==> config.mk <==
export PLATFORM = sky130hd
export DESIGN_NAME = pulse_window_gen
export DESIGN_NICKNAME = d
export VERILOG_FILES = /design/src/rtl/pwg_pkg.sv /design/src/rtl/pwg_datapath.sv /design/src/rtl/pwg_control.sv /design/src/rtl/pulse_window_gen.sv
export SDC_FILE = /design/constraint.sdc
export NUM_CORES = 1
export LEC_CHECK = 0
export ABC_AREA = 0
export ABC_CLOCK_PERIOD_IN_PS = 3000
export BUFFER_PORTS_ARGS = -buffer_cell sky130_fd_sc_hd__clkbuf_2
export CORE_AREA = 2 2 39 41
export DETAILED_ROUTE_END_ITERATION = 12
export DIE_AREA = 0 0 41 43
export SLEW_MARGIN = 40
export SYNTH_ARGS = -nofsm -noshare
export SYNTH_HDL_FRONTEND = slang
export SYNTH_SLANG_ARGS = --single-unit
==> constraint.sdc <==
create_clock -name clk -period 3 [get_ports clk]
set_clock_uncertainty 0.1 [all_clocks]
set_input_delay 0.15 -clock clk [delete_from_list [all_inputs] [get_ports clk]]
set_output_delay 0.15 -clock clk [all_outputs]
set_load 0.1 [all_outputs]
==> src/rtl/pwg_pkg.sv <==
package pwg_pkg;

  // Strobes issued by the control FSM to the flag datapath
  typedef struct packed {
    logic restart;
    logic openWin;
    logic closeWin;
  } winStrobes_t;

  typedef enum logic [1:0] {
    ST_SETTLE = 2'd0,
    ST_ARMED  = 2'd1,
    ST_OPEN   = 2'd2,
    ST_DONE   = 2'd3
  } winState_t;

endpackage

==> src/rtl/pwg_datapath.sv <==
module pwg_datapath
  import pwg_pkg::*;
#(
  parameter int SYNC_STAGES = 2
) (
  input  logic        clk,
  input  logic        rstN,
  input  logic        sigIn,
  input  logic        invertPol,
  input  winStrobes_t strobes,
  output logic        activeLevel,
  output logic        activeRise,
  output logic        activeFall,
  output logic        countEn,
  output logic        convDone
);

  localparam int SYNC_MSB = SYNC_STAGES - 1;

  logic [SYNC_MSB:0] syncReg;
  logic              polPrev;

  // Synchronizer chain on the reference clock
  always_ff @(posedge clk or negedge rstN) begin
    if (!rstN) syncReg <= '0;
    else       syncReg <= {syncReg[SYNC_MSB-1:0], sigIn};
  end

  // Polarity applied before edge detection
  assign activeLevel = syncReg[SYNC_MSB] ^ invertPol;

  always_ff @(posedge clk or negedge rstN) begin
    if (!rstN) polPrev <= 1'b0;
    else       polPrev <= activeLevel;
  end

  assign activeRise = activeLevel & ~polPrev;
  assign activeFall = ~activeLevel & polPrev;

  // Status flags
  always_ff @(posedge clk or negedge rstN) begin
    if (!rstN) begin
      countEn  <= 1'b0;
      convDone <= 1'b0;
    end else if (strobes.restart) begin
      countEn  <= 1'b0;
      convDone <= 1'b0;
    end else if (strobes.closeWin) begin
      countEn  <= 1'b0;
      convDone <= 1'b1;
    end else if (strobes.openWin) begin
      countEn  <= 1'b1;
    end
  end

  AST_FLAGS_EXCLUSIVE: assert property (@(posedge clk) disable iff (!rstN)
    !(countEn && convDone));

  AST_OPEN_AFTER_EDGE: assert property (@(posedge clk) disable iff (!rstN)
    $rose(countEn) |-> $past(activeRise));

  AST_CLOSE_SETS_DONE: assert property (@(posedge clk) disable iff (!rstN)
    ($fell(countEn) && !$past(strobes.restart)) |-> convDone);

  AST_NO_REOPEN: assert property (@(posedge clk) disable iff (!rstN)
    (convDone && !strobes.restart) |=> !countEn);

endmodule

==> src/rtl/pwg_control.sv <==
module pwg_control
  import pwg_pkg::*;
(
  input  logic        clk,
  input  logic        rstN,
  input  logic        clear,
  input  logic        widthMode,
  input  logic        activeLevel,
  input  logic        activeRise,
  input  logic        activeFall,
  output winStrobes_t strobes
);

  winState_t state, stateNext;
  logic      closeEdge;

  assign closeEdge = widthMode ? activeFall : activeRise;

  always_comb begin
    strobes.restart  = clear;
    strobes.openWin  = !clear && (state == ST_ARMED) && activeRise;
    strobes.closeWin = !clear && (state == ST_OPEN) && closeEdge;
  end

  always_comb begin
    stateNext = state;
    if (clear) begin
      stateNext = ST_SETTLE;
    end else begin
      unique case (state)
        ST_SETTLE: if (!activeLevel)     stateNext = ST_ARMED;
        ST_ARMED:  if (strobes.openWin)  stateNext = ST_OPEN;
        ST_OPEN:   if (strobes.closeWin) stateNext = ST_DONE;
        ST_DONE:   stateNext = ST_DONE;
        default:   stateNext = ST_SETTLE;
      endcase
    end
  end

  always_ff @(posedge clk or negedge rstN) begin
    if (!rstN) state <= ST_SETTLE;
    else       state <= stateNext;
  end

  AST_ARMED_FROM_IDLE: assert property (@(posedge clk) disable iff (!rstN)
    (state == ST_ARMED && activeLevel) |-> activeRise);

  AST_WIDTH_HOLDS_LEVEL: assert property (@(posedge clk) disable iff (!rstN)
    (state == ST_OPEN && widthMode) |-> (activeLevel || activeFall));

  AST_DONE_STICKY: assert property (@(posedge clk) disable iff (!rstN)
    (state == ST_DONE && !clear) |=> (state == ST_DONE));

  AST_CLEAR_REARMS: assert property (@(posedge clk) disable iff (!rstN)
    clear |=> (state == ST_SETTLE));

endmodule

==> src/rtl/pulse_window_gen.sv <==
module pulse_window_gen
  import pwg_pkg::*;
#(
  parameter int SYNC_STAGES = 2
) (
  input  logic clk,
  input  logic rstN,
  input  logic clear,
  input  logic sigIn,
  input  logic widthMode,
  input  logic invertPol,
  output logic countEn,
  output logic convDone
);

  winStrobes_t strobes;
  logic        activeLevel;
  logic        activeRise;
  logic        activeFall;

  pwg_control ctrl_i (
    .clk         (clk),
    .rstN        (rstN),
    .clear       (clear),
    .widthMode   (widthMode),
    .activeLevel (activeLevel),
    .activeRise  (activeRise),
    .activeFall  (activeFall),
    .strobes     (strobes)
  );

  pwg_datapath #(.SYNC_STAGES(SYNC_STAGES)) dp_i (
    .clk         (clk),
    .rstN        (rstN),
    .sigIn       (sigIn),
    .invertPol   (invertPol),
    .strobes     (strobes),
    .activeLevel (activeLevel),
    .activeRise  (activeRise),
    .activeFall  (activeFall),
    .countEn     (countEn),
    .convDone    (convDone)
  );

endmodule

-- Word level (Yosys, flattened, before mapping)
Cells that the tools add are included.
- bits in registers: 7
- latch bits: 0
- RAM bits: 0
- bits in read-only memories: 0
- bits of input ports: 6
- output and inout bits: 2
- word-level logic and storage cells: 36
- memories kept: 0
- add/subtract/negate cells: 0
- multiply operators: 0
- divide/modulo/power cells: 0
- order comparisons: 0
- eq/ne operators: 6
- shift-type cells: 0
- mux-type cells: 11
- bitwise operators: 5
- reductions and logical operators: 9
- operators with widths (operator ; number):
    2-bit two-way mux ; 4
    2-bit case mux with 4 select lines ; 1
    1-bit two-way mux ; 6
    3-bit by 2-bit != test with 1-bit output, second input constant ; 2
    2-bit equality test, second input constant ; 2
    1-bit logical AND ; 4
    3-bit != test, second input constant ; 1
    3-bit AND reduction ; 1
    3-bit nonzero test ; 1
    1-bit bitwise AND ; 2
    2-bit by 1-bit equality test with 1-bit output, second input constant ; 1
    2-bit zero test ; 1
    1-bit inverter ; 2
    2-bit nonzero test ; 1
    1-bit zero test ; 1
    1-bit bitwise XOR ; 1

-- Logic depth before layout (Yosys ltp)
Gate-level depths: netlist of run 1.
- depth in word-level cells: 8
- depth in mapped cells: 3
- depth with buffers taken out: 3

-- Hierarchy
Synthesis of run 1 repeated with hierarchy kept, for this count alone.
- cells, all modules: 26
- area total of the unflattened synthesis: 297.8 µm²
- modules (own cells, without submodules) (module ; instances ; cells each ; area each (µm²) ; seq. area each (µm²)):
    pwg_datapath ; 1 ; 13 ; 163.9 ; 125.1
    pwg_control ; 1 ; 13 ; 133.9 ; 50.0

-- Least setup slack after synthesis of run 1
Ideal clock, no wire load.
- path kind: register to register
- start: reg dp_i.countEn (netlist name)
- end: reg dp_i.countEn
- library setup time: 0.120 ns
- arrival time: 1.202 ns
- required time: 2.780 ns
- slack: 1.579 ns
- stages on the path, launching flop included: 3
- buffers on the path: 0
- period minus slack after synthesis: 1.421 ns
- path through: dfrtp_1 -> a31o_1 -> and3b_1
- RTL lines (element ; RTL line ; RTL):
    end signal: assignment ; pwg_datapath.sv:43 ; countEn <= 1'b0;
    end signal: assignment ; pwg_datapath.sv:46 ; countEn <= 1'b0;
    end signal: assignment ; pwg_datapath.sv:49 ; countEn <= 1'b0;
    end: declaration ; pwg_datapath.sv:14 ; output logic countEn,

-- Worst setup path after layout of run 1
- start: reg dp_i.syncReg[1]
- end: reg dp_i.countEn
- longest elaborated chain between the ends: 7
- elaborated cells on any way between the ends: 10
- those cells by class: 3 x mux; 4 x bitwise; 3 x reduce/logical
- RTL lines (element ; RTL line ; RTL):
    start: declaration ; pwg_datapath.sv:20 ; logic [SYNC_MSB:0] syncReg;
    start signal: assignment ; pwg_datapath.sv:26 ; else syncReg <= {syncReg[SYNC_MSB-1:0], sigIn};
    1-bit bitwise XOR * ; pwg_datapath.sv:30 ; assign activeLevel = syncReg[SYNC_MSB] ^ invertPol;
    via activeLevel ; pulse_window_gen.sv:17 ; logic activeLevel;
    1-bit inverter ; pwg_datapath.sv:38 ; assign activeFall = ~activeLevel & polPrev;
    1-bit bitwise AND ; pwg_datapath.sv:38 ;
    1-bit two-way mux ; pwg_control.sv:17 ; assign closeEdge = widthMode ? activeFall : activeRise;
    1-bit logical AND ; pwg_control.sv:22 ; strobes.closeWin = !clear && (state == ST_OPEN) && closeEdge;
    1-bit two-way mux ; pwg_datapath.sv:48 ; end else if (strobes.closeWin) begin
    1-bit two-way mux ; pwg_datapath.sv:45 ; end else if (strobes.restart) begin
    end signal: assignment ; pwg_datapath.sv:46 ;
    end signal: assignment ; pwg_datapath.sv:49 ;
    end signal: assignment ; pwg_datapath.sv:52 ; countEn <= 1'b1;
The timed path passes the listed nets; every way through them passes the cells marked *.
A chain may end at the register's enable or synchronous reset.

==> results of run 1 <==
## logic make-up after synthesis
| kind of cell | count (synthesis) | synth area share |
|---|---|---|
| and+or+nand+nor | 8 | 0.185 |
| DFF | 7 | 0.576 |
| AOI/OAI and AO/OA | 6 | 0.128 |
| buffers and inverters | 2 | 0.0247 |
| xor gates and xnor gates | 1 | 0.0535 |
| muxes | 1 | 0.0329 |
## through the flow
step,area [µm²],std cells,utilization
4_1_cts,405,54,0.293
3_5_place_dp,359,48,0.259
2_1_floorplan,304,25,-
3_3_place_gp,359,48,0.259
6_report,405,54,0.293
5_1_grt,405,54,0.293
## layout make-up
class                           instances  area (µm²)  share of cell area
Inverter                                2        7.51              0.0185
Timing Repair Buffer                    9        55.1               0.136
Clock buffer                            4        26.3              0.0648
Multi-Input combinational cell         16         121               0.299
Sequential cell                         7         175               0.432
Tap cell                               16        20.0              0.0494
## per-layer routing
layer / track usage / vias up / part of all wire
met5: 0 / - / 0
met4: 0.0600 / 0 / 0
met3: 0.0157 / 0 / 0.060
met2: 0.113 / 8 / 0.46
met1: 0.104 / 116 / 0.48
li1: - / 115 / -
## state kept, by name, indices dropped and copies added, names as in the netlist
signal,flops
dp_i.polPrev,1
dp_i.convDone,1
dp_i.syncReg,2
dp_i.countEn,1
ctrl_i.state,2
## worst paths after layout
| path | from | to | slack (ns) | cells after the start |
|---|---|---|---|---|
| setup / recovery | dp_i.syncReg[1] | dp_i.countEn | 1.67 | 3 |
| hold / removal | clear | dp_i.convDone | 0.01 | 2 |
| setup reg to reg | dp_i.syncReg[1] | dp_i.countEn | 1.67 | 3 |
| hold reg to reg | dp_i.syncReg[0] | dp_i.syncReg[1] | 0.25 | 0 |
| max in group asynchronous | rstN | dp_i.syncReg[1] | 2.47 | 2 |
| min in group asynchronous | rstN | dp_i.convDone | 0.17 | 2 |
## layout by cell type (no fill, tap or decap), drive strengths merged, types with 2 or more instances in the layout
cell type    Yosys  routed
clkbuf           0      11
dfrtp            7       7
a21oi            2       2
nor2             2       2
inv              2       2
dlygate4sd3      0       2
## what timing repair did
action	CTS	global route
buffers inserted	0	0
hold buffers	2	0
endpoints found under the hold margin	8	0
## worst max-delay path: stages, from the launching register on
cell and delay [ns]:
dfrtp_1 0.39, xor2_2 0.29, mux2i_1 0.31, and3b_1 0.19
## report_power, final
group          switching (mW)  internal [mW]
sequential            0.00602          0.101
clock                  0.0323         0.0506
combinational          0.0194         0.0126
total                  0.0578          0.164
==> summary.txt, run 1 <==
Outcome
  – Outcome: completed

Clocking
  – Htree depth: 1
  – CTS tree: yes
  – Clk pin slew, worst setup/hold paths: 0.05 ns
  – Worst skew pair latency: 0.24 ns
  – Root Driver: clkbuf_4
  – TritonCTS Buffers: 3
  – Clk sinks: 7
  – Clock Path Buffers: 2
  – Resized Gates After CTS: 0

GRT
  – Largest net degree at the start of global routing: 8
  – Gr usage total: 0.0803
  – Antenna violations before repair: 0
  – Grt ovf: 0
  – Number of global-route vias before repair: 249
  – First-pass GRT wire length: 938 µm

STA
  – Slew Limit Fails: 0
  – Tmin final: 1.33 ns
  – Max Clk Rate: 0.752 GHz
  – Relative slew slack: 0.639
  – Setup TNS: 0 ns
  – Final Hold Viols: 0
  – Worst hold margin: 0.0146 ns
  – Fin crit share: 0.444
  – RSZ-0062 raised after global routing: false
  – Final setup margin: 1.67 ns
  – Final setup vio count: 0
  – Slew @ Worst Pin: 0.543 ns

Place
  – Place WS: 1.70 ns
  – IO Port Bufs: 7
  – Placer Congestion: 0.625

Detailed routing
  – Drt via density: 4.43
  – Iteration-0 DRC count of the detailed router: 2
  – Antenna violation net count after detailed routing: 0
  – DR pass1 iterations: 2
  – Via count: 239
  – Post-Route WL: 563 µm
  – Remaining DRCs: 0
  – DR WL/cell: 10.4 µm

Power
  – Static leakage: 0.191 nW
  – Overall power: 0.222 mW
  – Maximum vdd drop: 0.162 mV
  – P per Cell Area: 547 mW/mm²

Floorplanning
  – Io pins: 8
  – Die height: 43 µm
  – Num rows: 14
  – DIE AREA: 0.00176 mm²
  – Area of the core: 0.00138 mm²
  – Initial core utilization: 0.220
  – Die width: 41 µm

Synth
  – FF+latch count, synth: 7
  – Post-synthesis cell area: 304 µm²
  – Post-synthesis async set-or-reset flop share: 1.00
  – Syn Area/Cell: 12.2 µm²
  – Area leader, netlist: dfrtp_1
  – Warnings, synthesis: 0
  – Synth unique cells: 16
  – Syn Nets: 31
  – Sequential share of the synthesized area: 0.576
  – Synth top area cells: dfrtp_1, xor2_2, nor4b_2
  – Ys flop type: dfrtp_1
  – Most frequent cell after synthesis: dfrtp_1
  – Post-synth EDFFs: 0
  – Synth top cells by count: dfrtp_1, a21oi_1, inv_1, nor2_1
  – Mapped Cells: 25
  – Top cell type's share of synthesized area: 0.576

Finish
  – Fillers: 147
  – Synth-to-Final Area Change: 33.3%
  – Nets: 45
  – Share of layout cells above drive strength 1: 0.342
  – ANT cells: 0

Worst setup path
  – Max FO, Critical Path: 6
  – Crit Path Class: flop to flop
  – Critical Path AT: 1.41 ns
  – CP Data Required Time: 3.08 ns
  – Crit start category: flop
  – CP endpoint kind: flop

Run
  – Max Cap Violations: 0

Hold path
  – Hold Crit Class: input port to flop
Power figures use the tool's default switching activity.
==> run 2, diff against run 1 <==
Settings changed: ABC_CLOCK_PERIOD_IN_PS 3000 to 1090.
Clock period 3 ns to 1.09 ns, I/O delays scaled along.
==> run 2 against run 1 <==
  * The flow now finishes with violations (negative setup slack)
  * Clock power grew to 2.8 times the previous value
  * Global-route usage increased by 1.5 points
  * First-iteration DRC count rose to 2.5 times the previous value
  * Sequential power grew to 2.8 times the previous value
  * Maximum frequency grew 8.4%
  * Clock-buffer cell count stayed put
  * Largest cell class unchanged
  * Largest power group unchanged
  * Utilization rose by 8.2 points
  * Final cell count grew 11%
  * Combinational power grew to 4.3 times the previous value
  * Worst setup slack lost 1.8 ns
==> summary.txt, run 2 (synthesis gave the netlist of run 1 again) <==
Outcome
  – Outcome: finished, violations left
  – Failing checks: negative setup slack

Worst setup path
  – Critical Path AT: 1.26 ns (-0.15 ns)
  – Max stage delay on crit path: 0.42 ns (+0.03 ns)
  – Crit start category: flop
  – Max FO, Critical Path: 5 (-1)
  – CP most frequent cell: buf_4
  – Setup slack, reg-to-reg: -0.14 ns (-1.81 ns)
  – FF-to-FF Start: dp_i.syncReg[1]
  – Crit Path Class: flop to flop
  – CP endpoint kind: flop
  – Slowest-stage cell, CP: dfrtp_1
  – Cells on worst reg2reg path: 5 (+2)
  – CP Data Required Time: 1.13 ns (-1.95 ns)
  – Crit path cell chain: xor2_4, buf_4, buf_4, a21oi_2, nor2_1
  – R2r endpoint: ctrl_i.state[1]

Finish
  – Share of layout cells above drive strength 1: 0.523 (+0.181)
  – Area of the multi-input gates: 151 µm² (+25%)
  – Largest registers: ctrl_i.state x2, dp_i.syncReg x2
  – ANT cells: 0 (unchanged)
  – Most frequent cells in the layout: clkbuf_2, buf_4, dfrtp_1, clkbuf_4, dlygate4sd3_1
  – Synth-to-Final Area Change: 70.8%
  – Fillers: 138 (-6.1%)
  – Nets: 51 (+13%)
  – Util after Layout: 0.375 (+0.0823)
  – Sequential Area: 181 µm² (+3.6%)

GRT
  – Gr usage total: 0.0956 (+0.0153)
  – First-pass GRT wire length: 1.08 mm (+15%)
  – Antenna violations before repair: 0 (unchanged)
  – Number of global-route vias before repair: 256 (+2.8%)
  – Largest net degree at the start of global routing: 8 (unchanged)
  – Grt ovf: 0 (unchanged)

Power
  – Static leakage: 0.227 nW (+19%)
  – Maximum vdd drop: 0.671 mV (+320%)
  – Sw frac: 0.267 (+0.00636)
  – Comb pwr share: 0.206 (+0.062)
  – Pint: 0.490 mW (+200%)
  – Psw: 0.179 mW (+210%)
  – P per Cell Area: 1290 mW/mm² (+140%)
  – Clock power share: 0.343 (-0.031)
  – Seq pwr share: 0.452 (-0.029)
  – Overall power: 0.669 mW (+200%)

STA
  – Tmin final: 1.23 ns (-0.103 ns)
  – Fin crit share: 1.13 (+0.682)
  – RSZ-0062 raised after global routing: true
  – Final setup vio count: 5 (+5)
  – Slew @ Worst Pin: 0.224 ns (-0.320 ns)
  – Relative slew slack: 0.850 (+0.211)
  – Max Clk Rate: 0.815 GHz (+8.4%)
  – Slew Limit Fails: 0 (unchanged)
  – Final setup margin: -0.137 ns (-1.81 ns)
  – Final Hold Viols: 0 (unchanged)

Detailed routing
  – Iteration-0 DRC count of the detailed router: 5 (+3)
  – Drt via density: 4.37 (-1.3%)
  – Via count: 262 (+9.6%)
  – DR pass1 iterations: 3 (+1)
  – Antenna violation net count after detailed routing: 0 (unchanged)
  – DR WL/cell: 11.5 µm (+9.8%)
  – Post-Route WL: 687 µm (+22%)
  – Remaining DRCs: 0 (unchanged)

Clocking
  – CTS tree: yes
  – Root Driver: clkbuf_4
  – Clk pin slew, worst setup/hold paths: 0.05 ns (about the same)
  – TritonCTS Buffers: 3 (unchanged)
  – Htree depth: 1 (unchanged)
  – Clk sinks: 7 (unchanged)
  – Clock Path Buffers: 2 (unchanged)
  – Worst skew pair latency: 0.25 ns (about the same)

Floorplanning
  – Io pins: 8 (unchanged)
  – Num rows: 14 (unchanged)
  – Area of the core: 0.00138 mm² (unchanged)
  – Initial core utilization: 0.220 (unchanged)
  – Die width: 41 µm (unchanged)
  – Die height: 43 µm (unchanged)
  – DIE AREA: 0.00176 mm² (unchanged)

Run
  – Max Cap Violations: 0 (unchanged)

Place
  – Placer Congestion: 0.691 (+10%)
  – HPWL Detailed: 427 µm
  – IO Port Bufs: 7 (unchanged)

Hold path
  – Hold Crit Class: input port to async pin
## run 2: cell count changes in the layout (fill, tap and decap cells not counted), sizes merged
cell         change
clkbuf           -2
dlygate4sd3      +1
buf              +7
## run 2: worst max path at each step
stage | startpoint | endpoint | slack, ns | depth (start not counted)
2_1_floorplan | dp_i.countEn | dp_i.countEn | -0.11 | 2
6_report | dp_i.syncReg[1] | ctrl_i.state[1] | -0.14 | 5
4_1_cts | dp_i.syncReg[1] | dp_i.countEn | -0.15 | 3
3_3_place_gp | dp_i.syncReg[1] | dp_i.countEn | -0.13 | 3
3_5_place_dp | dp_i.syncReg[1] | dp_i.countEn | -0.15 | 3
5_1_grt | dp_i.polPrev | dp_i.convDone | -0.21 | 3
## run 2: metal layers
| layer | global-route usage | vias up | routed length (µm) |
|---|---|---|---|
| met5 | 0 | - | 0 |
| met3 | 0.0366 | 0 | 42 |
| li1 | - | 127 | - |
| met2 | 0.119 | 7 | 366 |
| met1 | 0.124 | 128 | 278 |
| met4 | 0.0800 | 0 | 0 |
## run 2: layout make-up
type | count | share of cell area
flip-flops and latches | 7 | 0.349
multi-input cells | 16 | 0.292
repair buffers | 15 | 0.255
clock buffers | 4 | 0.0506
well taps | 16 | 0.0386
inverters | 2 | 0.0145
## run 2: worst max-delay path: cells and delay by family (launching register included)
kind                   cells  cell delay, ns
XOR/XNOR                   1            0.19
AND/OR/NAND/NOR            1            0.04
buffers and inverters      2            0.27
AO/OA/AOI/OAI              1            0.10
flip-flops                 1            0.42
## run 2: repair_timing
action                     CTS  global route
resized for setup            1             4
setup endpoints to repair    4             5
pin swaps                    1             2
hold endpoints to repair    11             0
hold buffers                 3             0
cloned                       0             0
setup buffers                1             1
## run 2: metrics by stage
| stage | hold slack, ns | setup slack [ns] | setup TNS, ns | area [µm²] | instances |
|---|---|---|---|---|---|
| floorplan | -0.341 | -0.108 | -0.143 | 309 | 25 |
| global route | 0.0986 | -0.211 | -0.830 | 519 | 60 |
| detailed placement | -0.201 | -0.146 | -0.339 | 417 | 51 |
| finish | 0.0761 | -0.137 | -0.559 | 519 | 60 |
| CTS | 0.0562 | -0.150 | -0.369 | 484 | 59 |
| global placement | -0.204 | -0.127 | -0.290 | 417 | 51 |
## run 2: power by group through the flow
stage | Combinational (mW) | Sequential [mW] | Clock [mW]
6_report | 0.138 | 0.302 | 0.229
5_1_grt | 0.149 | 0.305 | 0.255
3_3_place_gp | 0.105 | 0.300 | 0
3_5_place_dp | 0.106 | 0.300 | 0
4_1_cts | 0.122 | 0.296 | 0.246
2_1_floorplan | 0.0344 | 0.319 | 0
==> run 3, diff against run 2 <==
Settings changed: ABC_CLOCK_PERIOD_IN_PS 1090 to 1200.
Clock period 1.09 ns to 1.2 ns, I/O delays scaled along.
==> run 3 against run 2 <==
  * The flow still finishes with violations (negative setup slack)
  * Routed wire length down 23%
  * Critical path type unchanged
  * First-iteration DRC count down 20%
  * Clock-buffer cell count unchanged
  * Worst setup slack better by 0.080 ns
  * Combinational power down 29%
  * Sequential power down 11%
  * Final cell count down 8.3%
==> summary.txt, run 3 (synthesis gave the netlist of run 1 again) <==
Outcome
  – Outcome: finished, violations left
  – Failing checks: negative setup slack

Power
  – Static leakage: 0.201 nW (-12%)
  – Overall power: 0.576 mW (-14%)
  – Maximum vdd drop: 0.519 mV (-23%)
  – P per Cell Area: 1240 mW/mm² (-3.9%)

Clocking
  – Worst skew pair latency: 0.25 ns (about the same)
  – TritonCTS Buffers: 3 (unchanged)
  – Clock Path Buffers: 2 (unchanged)
  – Setup Fix Bufs, Post-CTS: 0 (-1)
  – CTS tree: yes
  – Clk sinks: 7 (unchanged)
  – Htree depth: 1 (unchanged)
  – Root Driver: clkbuf_4
  – Clk pin slew, worst setup/hold paths: 0.05 ns (about the same)

Detailed routing
  – Antenna violation net count after detailed routing: 0 (unchanged)
  – Remaining DRCs: 0 (unchanged)
  – Post-Route WL: 530 µm (-23%)
  – DR pass1 iterations: 2 (-1)
  – Via count: 235 (-10%)
  – Drt via density: 4.27 (-2.2%)
  – DR WL/cell: 9.64 µm (-16%)
  – Iteration-0 DRC count of the detailed router: 4 (-1)

STA
  – Final Hold Viols: 0 (unchanged)
  – Setup TNS: -0.0854 ns (+0.473 ns)
  – Max Clk Rate: 0.796 GHz (-2.4%)
  – Fin crit share: 1.05 (-0.0786)
  – Final setup margin: -0.0568 ns (+0.0805 ns)
  – Slew Limit Fails: 0 (unchanged)
  – Slew @ Worst Pin: 0.190 ns (-0.0344 ns)
  – Tmin final: 1.26 ns (+0.0295 ns)
  – Final setup vio count: 2 (-3)
  – RSZ-0062 raised after global routing: true
  – Relative slew slack: 0.870 (+0.0196)

Finish
  – Largest registers: ctrl_i.state x2, dp_i.syncReg x2
  – Most frequent cells in the layout: dfrtp_1, clkbuf_2, clkbuf_4, dlygate4sd3_1
  – Synth-to-Final Area Change: 53.1%
  – Fin cells: 55 (-8.3%)
  – ANT cells: 0 (unchanged)
  – Fillers: 145 (+5.1%)
  – Nets: 46 (-9.8%)
  – Share of layout cells above drive strength 1: 0.410 (-0.112)

GRT
  – Gr usage total: 0.0762 (-0.0194)
  – Number of global-route vias before repair: 219 (-14%)
  – Antenna violations before repair: 0 (unchanged)
  – Grt ovf: 0 (unchanged)
  – First-pass GRT wire length: 862 µm (-20%)
  – Largest net degree at the start of global routing: 8 (unchanged)

Floorplanning
  – Die height: 43 µm (unchanged)
  – DIE AREA: 0.00176 mm² (unchanged)
  – Io pins: 8 (unchanged)
  – Area of the core: 0.00138 mm² (unchanged)
  – Die width: 41 µm (unchanged)
  – Initial core utilization: 0.220 (unchanged)
  – Num rows: 14 (unchanged)

Worst setup path
  – Crit Path Class: flop to flop
  – Max FO, Critical Path: 6 (+1)
  – CP endpoint kind: flop
  – Crit start category: flop
  – Critical Path AT: 1.34 ns (+0.08 ns)
  – CP Data Required Time: 1.28 ns (+0.15 ns)

Place
  – Placer Congestion: 0.643 (-6.9%)
  – Place WS: -0.0937 ns (+0.0526 ns)
  – IO Port Bufs: 7 (unchanged)
  – Inst Count DP: 48 (-5.9%)

Hold path
  – Hold Crit Class: input port to flop

Run
  – Max Cap Violations: 0 (unchanged)
[run 3: changes by cell type in the layout (fill, tap and decap cells not counted), sizes merged]
cell,change
buf,-5
[run 3: worst paths after layout]
kind	slack [ns]	to	start	depth (start not counted)
setup / recovery	-0.06	dp_i.countEn	dp_i.syncReg[1]	3
hold / removal	0.01	dp_i.polPrev	invertPol	2
setup reg to reg	-0.06	dp_i.countEn	dp_i.syncReg[1]	3
hold reg to reg	0.25	dp_i.syncReg[1]	dp_i.syncReg[0]	0
max in group asynchronous	0.75	dp_i.countEn	rstN	2
min in group asynchronous	0.08	dp_i.convDone	rstN	2
[run 3: per-layer routing]
layer / GRT usage / share of wire
met4: 0.0400 / 0
met5: 0 / 0
met1: 0.114 / 0.52
met2: 0.0906 / 0.42
met3: 0.0314 / 0.062
[run 3: area by class of cell]
class                      count  area (µm²)  share of cell area
tap                           16        20.0              0.0430
clock buffer                   4        26.3              0.0565
inverter                       2        7.51              0.0161
sequential                     7         178               0.382
timing repair buffer          10        95.1               0.204
multi-input combinational     16         139               0.298
[run 3: stage by stage]
step | utilization | hold slack (ns) | area [µm²]
6_report | 0.336 | 0.0121 | 465
3_5_place_dp | 0.283 | -0.198 | 392
4_1_cts | 0.332 | 0.00475 | 459
5_1_grt | 0.336 | 0.00889 | 465
3_3_place_gp | 0.283 | -0.200 | 392
2_1_floorplan | - | -0.336 | 307
[run 3: worst max-delay path: stages, from the launching register on]
cell	delay [ns]
dfrtp_1	0.42
xor2_4	0.23
mux2i_1	0.27
and3b_1	0.18
[run 3: timing repair]
item	CTS	global route
cloned	0	0
endpoints found under the hold margin	11	0
hold buffers	3	0
gates resized for setup	1	1
pin swaps	0	1
endpoints found under the setup margin	2	3
[run 3: report_power, final]
| group | leakage [nW] | switching, mW | internal [mW] |
|---|---|---|---|
| Sequential | 0.0858 | 0.0170 | 0.252 |
| Combinational | 0.100 | 0.0516 | 0.0460 |
| Clock | 0.0150 | 0.0832 | 0.127 |
